`src/rtl/wir_pkg.sv`:
```
package wir_pkg;

    localparam int DEF_NUM_STD = 3;
    localparam int DEF_NUM_USR = 3;

    typedef enum logic [1:0] {
        OP_IDLE    = 2'd0,
        OP_CAPTURE = 2'd1,
        OP_SHIFT   = 2'd2,
        OP_UPDATE  = 2'd3
    } ir_op_e;

    // Capture wins over shift, shift over update; nothing happens unselected.
    function automatic ir_op_e pick_op(input logic sel, input logic cap,
                                       input logic shf, input logic upd);
        ir_op_e op;
        op = OP_IDLE;
        if (sel) begin
            if (cap)      op = OP_CAPTURE;
            else if (shf) op = OP_SHIFT;
            else if (upd) op = OP_UPDATE;
        end
        return op;
    endfunction

endpackage

```
`src/rtl/wir_shift_stage.sv`:
```
module wir_shift_stage
    import wir_pkg::*;
#(
    parameter int CODE_W = 3
) (
    input  logic              clk,
    input  logic              rst,
    input  ir_op_e            op,
    input  logic              ser_in,
    input  logic [CODE_W-1:0] hold_code,
    output logic [CODE_W-1:0] stage_q,
    output logic              ser_out
);

    logic [CODE_W-1:0] stage_d;

    always_comb begin
        stage_d = stage_q;
        case (op)
            OP_CAPTURE: stage_d = hold_code;
            OP_SHIFT:   stage_d = {ser_in, stage_q[CODE_W-1:1]};
            default:    stage_d = stage_q;
        endcase
    end

    always_ff @(posedge clk) begin
        if (rst) begin
            stage_q <= '0;
            ser_out <= 1'b0;
        end else begin
            stage_q <= stage_d;
            if (op == OP_SHIFT) ser_out <= stage_q[0];
        end
    end

    AST_IDLE_STAGE: assert property (@(posedge clk) disable iff (rst)
        (op == OP_IDLE || op == OP_UPDATE) |=> $stable(stage_q));
    AST_CAPTURE_LOAD: assert property (@(posedge clk) disable iff (rst)
        (op == OP_CAPTURE) |=> stage_q == $past(hold_code));

endmodule

```
`src/rtl/wir_hold_reg.sv`:
```
module wir_hold_reg
    import wir_pkg::*;
#(
    parameter int CODE_W = 3
) (
    input  logic              clk,
    input  logic              rst,
    input  ir_op_e            op,
    input  logic [CODE_W-1:0] stage_q,
    output logic [CODE_W-1:0] hold_q
);

    always_ff @(posedge clk) begin
        if (rst)                  hold_q <= '0;
        else if (op == OP_UPDATE) hold_q <= stage_q;
    end

    AST_HOLD_STABLE: assert property (@(posedge clk) disable iff (rst)
        (op != OP_UPDATE) |=> $stable(hold_q));
    AST_HOLD_COMMIT: assert property (@(posedge clk) disable iff (rst)
        (op == OP_UPDATE) |=> hold_q == $past(stage_q));

endmodule

```
`src/rtl/wir_decoder.sv`:
```
module wir_decoder #(
    parameter int NUM_STD = 3,
    parameter int NUM_USR = 3,
    parameter int CODE_W  = 3
) (
    input  logic               clk,
    input  logic               rst,
    input  logic [CODE_W-1:0]  code,
    output logic [NUM_STD-1:0] std_sel,
    output logic [NUM_USR-1:0] usr_sel
);

    localparam int TOTAL = NUM_STD + NUM_USR;

    logic   unknown;
    assign unknown = (int'(code) >= TOTAL);

    for (genvar g = 0; g < NUM_STD; g++) begin : g_std
        if (g == 0) begin : g_byp
            assign std_sel[g] = (int'(code) == g) || unknown;
        end else begin : g_oth
            assign std_sel[g] = (int'(code) == g);
        end
    end

    for (genvar u = 0; u < NUM_USR; u++) begin : g_usr
        assign usr_sel[u] = (int'(code) == NUM_STD + u);
    end

    AST_ONE_HOT: assert property (@(posedge clk) disable iff (rst)
        $countones({usr_sel, std_sel}) == 1);
    AST_UNKNOWN_BYPASS: assert property (@(posedge clk) disable iff (rst)
        unknown |-> (std_sel[0] && usr_sel == '0));

endmodule

```
`src/rtl/wrapper_instr_reg.sv`:
```
module wrapper_instr_reg
    import wir_pkg::*;
#(
    parameter int NUM_STD = DEF_NUM_STD,
    parameter int NUM_USR = DEF_NUM_USR
) (
    input  logic               clk,
    input  logic               rst,
    input  logic               ir_sel,
    input  logic               capture_en,
    input  logic               shift_en,
    input  logic               update_en,
    input  logic               ser_in,
    output logic               ser_out,
    output logic [NUM_STD-1:0] std_sel,
    output logic [NUM_USR-1:0] usr_sel
);

    localparam int TOTAL  = NUM_STD + NUM_USR;
    localparam int CODE_W = (TOTAL > 1) ? $clog2(TOTAL) : 1;

    ir_op_e            op;
    logic [CODE_W-1:0] stage_q;
    logic [CODE_W-1:0] hold_q;

    assign op = pick_op(ir_sel, capture_en, shift_en, update_en);

    wir_shift_stage #(.CODE_W(CODE_W)) u_stage (
        .clk       (clk),
        .rst       (rst),
        .op        (op),
        .ser_in    (ser_in),
        .hold_code (hold_q),
        .stage_q   (stage_q),
        .ser_out   (ser_out)
    );

    wir_hold_reg #(.CODE_W(CODE_W)) u_hold (
        .clk     (clk),
        .rst     (rst),
        .op      (op),
        .stage_q (stage_q),
        .hold_q  (hold_q)
    );

    wir_decoder #(.NUM_STD(NUM_STD), .NUM_USR(NUM_USR), .CODE_W(CODE_W)) u_dec (
        .clk     (clk),
        .rst     (rst),
        .code    (hold_q),
        .std_sel (std_sel),
        .usr_sel (usr_sel)
    );

    AST_RESET_BYPASS: assert property (@(posedge clk)
        rst |=> (std_sel == NUM_STD'(1) && usr_sel == '0 && !ser_out));
    AST_UNSELECTED_QUIET: assert property (@(posedge clk) disable iff (rst)
        !ir_sel |=> ($stable(std_sel) && $stable(usr_sel) && $stable(ser_out)));
    AST_SEROUT_LSB: assert property (@(posedge clk) disable iff (rst)
        (ir_sel && shift_en && !capture_en) |=> ser_out == $past(stage_q[0]));
    AST_SEL_STABLE: assert property (@(posedge clk) disable iff (rst)
        !(ir_sel && update_en) |=> ($stable(std_sel) && $stable(usr_sel)));

endmodule

```
`config.mk`:
```
export PLATFORM = sky130hd
export DESIGN_NAME = wrapper_instr_reg
export DESIGN_NICKNAME = d
export VERILOG_FILES = /design/src/rtl/wir_pkg.sv /design/src/rtl/wir_shift_stage.sv /design/src/rtl/wir_hold_reg.sv /design/src/rtl/wir_decoder.sv /design/src/rtl/wrapper_instr_reg.sv
export SDC_FILE = /design/constraint.sdc
export NUM_CORES = 1
export LEC_CHECK = 0
export BUFFER_PORTS_ARGS = -buffer_cell sky130_fd_sc_hd__clkbuf_2
export CORE_AREA = 2 2 39 41
export CTS_CLUSTER_DIAMETER = 80
export DETAILED_ROUTE_END_ITERATION = 8
export DIE_AREA = 0 0 41 43
export MAX_ROUTING_LAYER = met4
export PLACE_DENSITY = 0.58
export SLEW_MARGIN = 20
export SYNTH_ARGS = -nofsm -noshare
export SYNTH_HDL_FRONTEND = slang
export SYNTH_HIERARCHICAL = 1
export SYNTH_SLANG_ARGS = --single-unit
export TNS_END_PERCENT = 30
```
`constraint.sdc`:
```
create_clock -name clk -period 1.6 [get_ports clk]
set_input_delay 0 -clock clk [delete_from_list [all_inputs] [get_ports clk]]
set_output_delay 0 -clock clk [all_outputs]
set_load 0.01 [all_outputs]
```
==> out/metrics.cfg <==
[clock_network]
cts_hold_buf = 0
cts_root_buf = clkbuf_4
cts_setup_buffers = 0
numCtsBuffers = 3
cts_tree = built
cts_sinks = 7
clk_pin_slew_ps = 60
cts_buffer_depth = 2
postCtsResizedCells = 0
htree_num_levels = 1
clk_latency_ps = 260

[worst_setup_path]
cp_slowest_stage_delay_ps = 450
r2r_slack_ps = 710
worstSetupEndpoint = std_sel[2]
worstPathRequired_ps = 1600
crit_family = flip-flops
slowest_stage = dfxtp_1
startpoint = u_hold/hold_q[1]
rr_worst_depth = 2
critical_path_buf_inv_count = 1
reg2reg_to = u_hold/hold_q[2]
r2r_start = u_hold/hold_q[2]
critical_path_class = flop to output port
cp_num_cells = 2
critPathMaxFanout = 9
cp_data_arrival_time_ps = 1080
start_kind = flop
crit_path_cell_trace = nor3b_1, clkbuf_2
end_kind = output port

[detailed_routing]
wl_per_cell_um = 10.6
first_pass_iters = 3
vias_per_cell = 4.74
via_count = 360
drtIter0Drc = 7
drtAntennaViolNets = 0
drc = 0
drt-total-wl_um = 802

[final_layout]
final_common_cell = clkbuf_2
drive_gt1_share_pct = 31.7
fin_nets = 70
fillers = 145
multiInputGateArea_um2 = 250
syn_to_final_growth_pct = 29.9
insertedDiodeCount = 0
regArea_um2 = 140
final_cell_mix = clkbuf_2, dfxtp_1, nor2b_1, nor3b_1, mux2i_1

[synth]
syn_area_um2 = 398
syn-instance-count = 42
ys_seq_area_share_pct = 35.2
synth_area_leaders = dfxtp_1, mux2i_1, a21bo_1
synth-seq-cells = 7
postSynthAreaPerCell_um2 = 9.47
synth_top_area_share_pct = 35.2
syn_nets = 51
yosys.cell_types.count = 15
yosysWarnings = 6
yosys.area.top_type = dfxtp_1

[sta]
worstMarginPinSlew_ps = 358
tns_ps = 0
drv_slew = 0
setup_violations = 0
slew_headroom_pct = 76.1
finClkSkew_ps = 8.69
finalHoldViolCount = 0
fin_crit_ps = 1080
fin_ws_ps = 522
rsz0062_at_grt = false
fin_crit_sh_pct = 67.4
max_freq_ghz = 0.928

[floorplan]
core_um2 = 1380
die-width_um = 41
dieArea_um2 = 1760
die_height_um = 43
ioPinCount = 14
start_util_pct = 28.8
rows = 14

[placement]
place_ws_ps = 275
dp_hpwl_um = 583
gp_congestion = 0.749
portBuffers = 13

[min_path]
hold_class = input pin to flop

[global_routing]
track_usage_pct = 11.2
grt_pass1_wl_um = 1260
grt_pass1_vias = 301
grt_max_degree = 10
antenna_found_initial = 0
grt.overflow.total = 0

[pwr]
p_per_area_nw_per_um2 = 795
ir_drop_uv = 383
p_leak_nw = 0.225

[outcome]
status = finished clean

[flow_run]
maxCapViolCount = 0

-- stage by stage --
step | util (%) | area, um2 | hold slack [ps] | total power, mW | cells
3_3_place_gp | 35.4 | 490 | 282 | 0.249 | 72
6_report | 37.3 | 517 | 21.9 | 0.411 | 76
5_1_grt | 37.3 | 517 | 23.2 | 0.432 | 76
3_5_place_dp | 35.4 | 490 | 287 | 0.251 | 72
4_1_cts | 37.3 | 517 | 26.0 | 0.415 | 76
2_1_floorplan | - | 398 | 69.1 | 0.229 | 42
-- where the power goes --
part	switching [mW]	internal, mW	leakage, nW
clock	0.0681	0.0953	0.0150
combinational	0.0284	0.0278	0.154
sequential	0.00758	0.183	0.0570
-- layout make-up --
type | count | area share (%)
inverter | 2 | 1.45
sequential | 7 | 27.1
multi-input combinational | 33 | 48.4
tap | 16 | 3.87
timing repair buffer | 14 | 14.0
clock buffer | 4 | 5.08
-- cells by family after synthesis --
group	Yosys count	synth area share, %
mux	4	10.1
buf+inv	2	1.89
compound gates	11	20.8
simple gates	16	25.8
flops	7	35.2
fa+ha+maj	2	6.29
-- worst register-to-register path: stages, from the launching register on --
cell and delay [ps]:
dfxtp_1 460, a21bo_1 240, a21oi_1 130
-- layer usage --
layer / track usage (%) / up-vias / routed length [um]
li1: - / 189 / -
met1: 13.5 / 159 / 396
met3: 7.85 / 0 / 61
met5: - / - / 0
met4: 4.00 / 0 / 0
met2: 14.4 / 12 / 343
-- registers in the layout, summed over array words and instances (netlist names) --
name             cells
u_stage/ser_out      1
u_stage/stage_q      3
u_hold/hold_q        3
-- synth_stat cells --
library cell	instances
a211oi_1	3
a21bo_1	3
a21o_1	1
a21oi_1	3
and3b_2	2
dfxtp_1	7
ha_1	2
inv_1	2
mux2i_1	4
nand3_1	3
nor2_1	2
nor2b_1	4
nor3_1	1
nor3b_1	4
o21a_1	1
-- how the worst min path moves through the flow --
stage,startpoint,end,slack [ps],cells past startpoint
2_1_floorplan,rst,u_hold/hold_q[0],70,1
3_3_place_gp,rst,u_stage/ser_out,280,2
3_5_place_dp,rst,u_hold/hold_q[0],290,2
4_1_cts,rst,u_hold/hold_q[0],30,2
5_1_grt,rst,u_stage/stage_q[0],20,2
6_report,rst,u_hold/hold_q[0],20,2
Power figures use the tool's default switching activity.
